--- src/rtl/tri_timer_pkg.sv ---
package tri_timer_pkg;

    // Register kinds in address order (kind = word div channel count)
    typedef enum logic [3:0] {
        K_CLK = 4'd0,
        K_CTL = 4'd1,
        K_VAL = 4'd2,
        K_IVL = 4'd3,
        K_M0  = 4'd4,
        K_M1  = 4'd5,
        K_M2  = 4'd6,
        K_STS = 4'd7,
        K_IEN = 4'd8,
        K_EVC = 4'd9,
        K_EVN = 4'd10
    } reg_kind_e;

    localparam int NKIND  = 11;
    localparam int NMATCH = 3;

    // Clock control fields
    localparam int CK_EN     = 0;
    localparam int CK_DIV_LO = 1;
    localparam int CK_DIV_HI = 4;
    localparam int PS_W      = CK_DIV_HI - CK_DIV_LO + 1;
    localparam int PCW       = 2 ** PS_W;

    // Counter control fields
    localparam int CT_DIS  = 0;
    localparam int CT_IVL  = 1;
    localparam int CT_DOWN = 2;
    localparam int CT_MEN  = 3;
    localparam int CT_CLR  = 4;

    // Status fields
    localparam int ST_IVL = 0;
    localparam int ST_M0  = 1;
    localparam int ST_OVF = 4;

endpackage

--- src/rtl/tri_timer_presc.sv ---
module tri_timer_presc
    import tri_timer_pkg::*;
(
    input  logic            clk,
    input  logic            rst_n,
    input  logic            restart,
    input  logic            enable,
    input  logic [PS_W-1:0] shift,
    output logic            tick
);

    logic [PCW-1:0] pcnt_d, pcnt_q;
    logic [PCW:0]   span;
    logic [PCW-1:0] mask;

    always_comb begin
        span   = ((PCW+1)'(1) << ({1'b0, shift} + (PS_W+1)'(1))) - (PCW+1)'(1);
        mask   = span[PCW-1:0];
        tick   = !enable || ((pcnt_q & mask) == mask);
        pcnt_d = restart ? '0 : pcnt_q + PCW'(1);
    end

    always_ff @(posedge clk) begin
        if (!rst_n) pcnt_q <= '0;
        else        pcnt_q <= pcnt_d;
    end

endmodule

--- src/rtl/tri_timer_step.sv ---
module tri_timer_step #(
    parameter int WIDTH = 16
) (
    input  logic [WIDTH-1:0] cnt,
    input  logic [WIDTH-1:0] top,
    input  logic             down,
    input  logic             advance,
    output logic [WIDTH-1:0] nxt,
    output logic             wrapped
);

    always_comb begin
        nxt     = cnt;
        wrapped = 1'b0;
        if (advance) begin
            if (down) begin
                if (cnt == '0) begin
                    nxt     = top;
                    wrapped = 1'b1;
                end else begin
                    nxt = cnt - WIDTH'(1);
                end
            end else begin
                if (cnt >= top) begin
                    nxt     = '0;
                    wrapped = 1'b1;
                end else begin
                    nxt = cnt + WIDTH'(1);
                end
            end
        end
    end

endmodule

--- src/rtl/tri_timer_chan.sv ---
module tri_timer_chan
    import tri_timer_pkg::*;
#(
    parameter int WIDTH = 16
) (
    input  logic             clk,
    input  logic             rst_n,
    input  logic             wr_en,
    input  logic             rd_en,
    input  reg_kind_e        kind,
    input  logic [WIDTH-1:0] wdata,
    output logic [31:0]      rdata,
    output logic             irq
);

    typedef struct packed {
        logic [5:0]                   clk_ctl;
        logic [5:0]                   ctl;
        logic [WIDTH-1:0]             cnt;
        logic [WIDTH-1:0]             ivl;
        logic [NMATCH-1:0][WIDTH-1:0] mtc;
        logic [5:0]                   sts;
        logic [5:0]                   ien;
        logic [2:0]                   evc;
    } chan_t;

    chan_t            st_d, st_q;
    logic             tick, advance, wrapped, ps_restart;
    logic [WIDTH-1:0] top, nxt;
    logic [5:0]       flags;

    assign ps_restart = wr_en && (kind == K_CLK);
    assign advance    = tick && !st_q.ctl[CT_DIS];
    assign top        = st_q.ctl[CT_IVL] ? st_q.ivl : '1;

    tri_timer_presc u_presc (
        .clk     (clk),
        .rst_n   (rst_n),
        .restart (ps_restart),
        .enable  (st_q.clk_ctl[CK_EN]),
        .shift   (st_q.clk_ctl[CK_DIV_HI:CK_DIV_LO]),
        .tick    (tick)
    );

    tri_timer_step #(.WIDTH(WIDTH)) u_step (
        .cnt     (st_q.cnt),
        .top     (top),
        .down    (st_q.ctl[CT_DOWN]),
        .advance (advance),
        .nxt     (nxt),
        .wrapped (wrapped)
    );

    // Flag events of this cycle
    always_comb begin
        flags = '0;
        if (wrapped) begin
            if (st_q.ctl[CT_IVL]) flags[ST_IVL] = 1'b1;
            else                  flags[ST_OVF] = 1'b1;
        end
        for (int i = 0; i < NMATCH; i++) begin
            if (advance && st_q.ctl[CT_MEN] && (nxt == st_q.mtc[i]))
                flags[ST_M0+i] = 1'b1;
        end
    end

    // Next state
    always_comb begin
        st_d     = st_q;
        st_d.cnt = nxt;
        if (wr_en) begin
            case (kind)
                K_CLK: st_d.clk_ctl = wdata[5:0];
                K_CTL: begin
                    st_d.ctl         = wdata[5:0];
                    st_d.ctl[CT_CLR] = 1'b0;
                    if (wdata[CT_CLR]) st_d.cnt = '0;
                end
                K_IVL: st_d.ivl    = wdata;
                K_M0:  st_d.mtc[0] = wdata;
                K_M1:  st_d.mtc[1] = wdata;
                K_M2:  st_d.mtc[2] = wdata;
                K_IEN: st_d.ien    = wdata[5:0];
                K_EVC: st_d.evc    = wdata[2:0];
                default: ;
            endcase
        end
        st_d.sts = ((rd_en && (kind == K_STS)) ? 6'd0 : st_q.sts) | flags;
    end

    always_ff @(posedge clk) begin
        if (!rst_n) begin
            st_q     <= '0;
            st_q.ctl <= 6'h21;
        end else begin
            st_q <= st_d;
        end
    end

    // Read-back
    always_comb begin
        case (kind)
            K_CLK:   rdata = 32'(st_q.clk_ctl);
            K_CTL:   rdata = 32'(st_q.ctl);
            K_VAL:   rdata = 32'(st_q.cnt);
            K_IVL:   rdata = 32'(st_q.ivl);
            K_M0:    rdata = 32'(st_q.mtc[0]);
            K_M1:    rdata = 32'(st_q.mtc[1]);
            K_M2:    rdata = 32'(st_q.mtc[2]);
            K_STS:   rdata = 32'(st_q.sts);
            K_IEN:   rdata = 32'(st_q.ien);
            K_EVC:   rdata = 32'(st_q.evc);
            default: rdata = '0;
        endcase
    end

    assign irq = |(st_q.sts & st_q.ien);

endmodule

--- src/rtl/tri_timer.sv ---
module tri_timer
    import tri_timer_pkg::*;
#(
    parameter int WIDTH  = 16,
    parameter int NCH    = 3,
    parameter int ADDR_W = 8
) (
    input  logic              clk,
    input  logic              rst_n,
    input  logic              wr_en,
    input  logic              rd_en,
    input  logic [ADDR_W-1:0] addr,
    input  logic [31:0]       wdata,
    output logic [31:0]       rdata,
    output logic [NCH-1:0]    irq
);

    localparam int WW = ADDR_W - 2;
    localparam logic [WW-1:0] NCH_W   = WW'(NCH);
    localparam logic [WW-1:0] NKIND_W = WW'(NKIND);

    logic [WW-1:0] word, kind_idx, chan_idx;
    logic          mapped;
    reg_kind_e     kind;
    logic [31:0]   ch_rdata [NCH];
    logic          unused_bits;

    assign word        = addr[ADDR_W-1:2];
    assign kind_idx    = word / NCH_W;
    assign chan_idx    = word % NCH_W;
    assign mapped      = kind_idx < NKIND_W;
    assign kind        = reg_kind_e'(kind_idx[3:0]);
    assign unused_bits = ^{addr[1:0], wdata[31:WIDTH]};

    for (genvar c = 0; c < NCH; c++) begin : g_chan
        logic sel;
        assign sel = mapped && (chan_idx == WW'(c));
        tri_timer_chan #(.WIDTH(WIDTH)) u_chan (
            .clk   (clk),
            .rst_n (rst_n),
            .wr_en (wr_en && sel),
            .rd_en (rd_en && sel),
            .kind  (kind),
            .wdata (wdata[WIDTH-1:0]),
            .rdata (ch_rdata[c]),
            .irq   (irq[c])
        );
    end

    always_comb begin
        rdata = '0;
        for (int c = 0; c < NCH; c++) begin
            if (mapped && (chan_idx == WW'(c))) rdata = ch_rdata[c];
        end
    end

endmodule

--- config.mk ---
export PLATFORM = sky130hd
export DESIGN_NAME = tri_timer
export DESIGN_NICKNAME = d
export VERILOG_FILES = /design/src/rtl/tri_timer_pkg.sv /design/src/rtl/tri_timer_presc.sv /design/src/rtl/tri_timer_step.sv /design/src/rtl/tri_timer_chan.sv /design/src/rtl/tri_timer.sv
export SDC_FILE = /design/constraint.sdc
export NUM_CORES = 1
export LEC_CHECK = 0
export BUFFER_PORTS_ARGS = -buffer_cell sky130_fd_sc_hd__buf_4
export CORE_ASPECT_RATIO = 0.6
export CORE_MARGIN = 1
export CORE_UTILIZATION = 55
export DETAILED_ROUTE_END_ITERATION = 8
export MAX_ROUTING_LAYER = met4
export PLACE_DENSITY = 0.72
export SLEW_MARGIN = 25
export SYNTH_ARGS = -nofsm -noshare
export SYNTH_HDL_FRONTEND = slang
export SYNTH_SLANG_ARGS = --single-unit
--- constraint.sdc ---
create_clock -name clk -period 6.7 [get_ports clk]
set_input_delay 0.67 -clock clk [delete_from_list [all_inputs] [get_ports clk]]
set_output_delay 0.67 -clock clk [all_outputs]
set_load 0.02 [all_outputs]
==> qor.csv <==
stage,metric,value,unit
clock_tree,postCtsSetupBuffers,0,
global_routing,grt_overflow,0,
sta,fin_crit_sh,0.9536,
power,seq_power_share,0.447,
worst_setup_path,r2r_cells,14,
sta,slew_headroom,0.2947,
clock_tree,clockBufferDepth,3,
layout,final_net_count,3029,
global_routing,track_usage,0.3640,
layout,drive_gt1_frac,0.08135,
sta,min_period,6.389,ns
floorplan,rows,59,
yosys,synth_area_leaders,"dfxtp_1, mux2i_1, nor2b_1",
clock_tree,clkTransAtPathRegs,0.07,ns
power,fin_total_pwr,4.909,mW
yosys,syn_area,24850,sq um
sta,final-hold-violation-count,0,
sta,fmax,156.5,MHz
sta,rsz0062_at_grt,false,
floorplan,start_util,0.5658,
layout,area_growth,6.868,%
power,combPwrFrac,0.102,
clock_tree,cts_sinks,363,
clock_tree,insertion_delay,0.55,ns
power,internal_power,3.603,mW
detailed_routing,drt_iter0_drc,3884,
worst_setup_path,endpoint_kind,primary output,
layout,fill_cells,3912,
detailed_routing,wl_per_cell,23.84,um
floorplan,ioPinCount,79,
layout,layout_common_cells,"dfxtp_1, nor2b_1, mux2i_1",
sta,slew_viol_final,0,
sta,tns,0,ns
yosys,yosysTopAreaCell,dfxtp_1,
detailed_routing,vias,23430,
yosys,synth_cells,3012,
hold_path,holdPathStages,2,
sta,finalSetupViolCount,0,
yosys,synth_warnings,0,
place,hpwl,59880,um
layout,layout_commonest_cell,dfxtp_1,
power,swShare,0.2660,
hold_path,hp-class,reg -> reg,
floorplan,core,43920,sq um
floorplan,die_x,276.4,um
detailed_routing,dr.pass1.iters,9,
place,dp.cells,3453,
clock_tree,cts_resized,0,
power,power_density,184.8,nW/um^2
clock_tree,cts_hold_buffers,0,
yosys,yosys.area.top_type_share,0.2924,
worst_setup_path,crit_path_start_kind,input port,
place,numPortBuffers,44,
detailed_routing,routed_wl,83870,um
place,place.gp.congestion,1.036,
yosys,yosys_most_used_dff,dfxtp_1,
worst_setup_path,crit_required,6.03,ns
outcome,status,"finished, violations left",
clock_tree,cts-root-buf,clkbuf_16,
clock_tree,ctsHtreeMaxLevel,2,
power,vdd.ir_drop.worst,0.1528,mV
worst_setup_path,setup.worst_path.class,in -> out,
power,switchingPower,1.306,mW
yosys,ys_ff_latch,363,
yosys,async_reset_ff_frac,0,
yosys,ys_seq_area_frac,0.2924,
outcome,violations,DRC,
place,placed_area,25300,sq um
worst_setup_path,r2r-start,g_chan[1].u_chan.st_q[102],
hold_path,hold_path_startpoint,g_chan[1].u_chan.st_q[11],
worst_setup_path,reg2reg_setup_slack,1.02,ns
floorplan,dieArea,46070,sq um
yosys,ys_types,110,
floorplan,die_y,166.7,um
worst_setup_path,arrival,5.72,ns
clock_tree,cts_tree,built,
global_routing,grt_max_degree,123,
clock_tree,cts_buffers,38,
power,p_clk_frac,0.451,
sta,tightest_slew,1.055,ns
layout,final_area,26560,sq um
global_routing,grt_first_pass_wirelength,128900,um
worst_setup_path,r2r-end,g_chan[1].u_chan.st_q[11],
detailed_routing,avgViaCountPerCell,6.660,
detailed_routing,ant_nets,0,
sta,final.setup_skew,0.01567,ns
yosys,syn_area_per_cell,8.251,sq um
global_routing,grt_pass1_vias,21500,
detailed_routing,drcViolationCount,2,
worst_setup_path,cp_max_fo,30,
layout,post_layout_nonfiller_instances,3518,
hold_path,hold_end,g_chan[1].u_chan.st_q[11],
power,p_leak,9.119,nW
yosys,synth_edf_count,0,
job,max_cap_violations,0,
global_routing,grt_antenna_before_repair,2,
-- cells by family (layout without fill, tap and decap cells) --
group | count (synthesis) | count (layout) | share of synthesized area
simple gates | 1153 | 1153 | 0.2483
compound gates | 649 | 649 | 0.1886
fa+ha+maj | 71 | 71 | 0.03575
other cells | 1 | 17 | 0.0001509
buf+inv | 302 | 213 | 0.05513
flops | 363 | 363 | 0.2924
xor+xnor | 230 | 230 | 0.08166
mux | 243 | 243 | 0.09808
-- worst max-delay path, stage by stage --
cell and delay [ns]:
buf_4 0.21, and3b_1 0.22, nor3_1 0.25, nor2b_1 0.21
ha_1 0.24, inv_1 0.13, o211ai_2 0.23, or2_1 0.40
a21oi_1 0.22, ha_1 0.20, buf_4 0.20, nor2b_1 0.17
a21oi_1 0.08, nor2_4 0.81, buf_4 0.42, a222oi_1 0.11
nand2_1 0.29, a21oi_1 0.15, o22ai_1 0.28, buf_4 0.20
-- Yosys cell counts (8+ instances only) --
master,count
o211ai_1,19
nor4_1,49
o31ai_1,21
nand4_1,46
or2_2,8
a21oi_1,117
nand2b_1,24
nand3_1,101
a31oi_1,12
clkbuf_1,154
nor2_1,219
o21ai_1,13
inv_1,51
nor3_1,49
a211oi_1,12
buf_2,41
nor3b_1,8
o221ai_1,8
nand2_1,220
xor2_1,95
a221oi_1,11
o21a_1,11
xnor2_1,133
a22o_1,9
a21o_1,12
dfxtp_1,363
buf_1,8
o21ai_0,114
nor2b_1,306
or3_1,9
nor2_4,11
mux2i_1,239
o22ai_1,38
a22oi_1,45
a2111oi_0,10
buf_4,37
ha_1,71
a21boi_0,26
a222oi_1,62
and3_1,37
and2_1,9
-- metal layers --
layer	GRT usage	wire [um]	vias to the layer above	share of wire
li1	-	-	10620	-
met1	0.5336	37680	11160	0.45
met2	0.4791	32270	1489	0.38
met3	0.1058	11970	161	0.14
met4	0.08428	1957	0	0.023
met5	-	0	-	0
-- flip-flops by register name (all words and copies together), names as in the netlist --
register	cells
g_chan.u_chan.st_q	315
g_chan.u_chan.u_presc.pcnt_q	48
-- cell type report --
type / count / area, sq um / area share
antenna: 1 / 2.502 / 0.00009422
clock buffer: 51 / 1071 / 0.04033
clock inverter: 13 / 180.2 / 0.006784
inverter: 55 / 206.4 / 0.007773
multi-input combinational: 2362 / 16330 / 0.6150
sequential: 363 / 7267 / 0.2736
tap: 579 / 724.4 / 0.02728
timing repair buffer: 94 / 772.0 / 0.02907
-- through the flow --
step             util  hold WS (ns)  setup WS (ns)
2_1_floorplan       -        0.4377          1.373
3_3_place_gp   0.5761        0.4579         0.6440
3_5_place_dp   0.5761        0.4659         0.5407
4_1_cts        0.6046        0.4752         0.5039
5_1_grt        0.6046        0.5049        0.02252
6_report       0.6046        0.4763         0.3107
-- worst max path at each step --
stage	from	to	slack, ns
CTS	addr[4]	rdata[9]	0.50
finish	addr[4]	rdata[9]	0.31
global placement	addr[4]	rdata[1]	0.64
detailed placement	addr[4]	rdata[1]	0.54
global route	addr[4]	rdata[6]	0.02
floorplan	addr[5]	rdata[10]	1.37
-- power groups by stage --
stage	sequential [mW]	combinational (mW)	clock (mW)
finish	2.19	0.500	2.21
global placement	2.24	0.473	0
detailed placement	2.24	0.480	0
floorplan	2.23	0.344	0
CTS	2.19	0.482	2.22
global route	2.19	0.524	2.33
No activity file was read; power rests on OpenSTA's default activity.
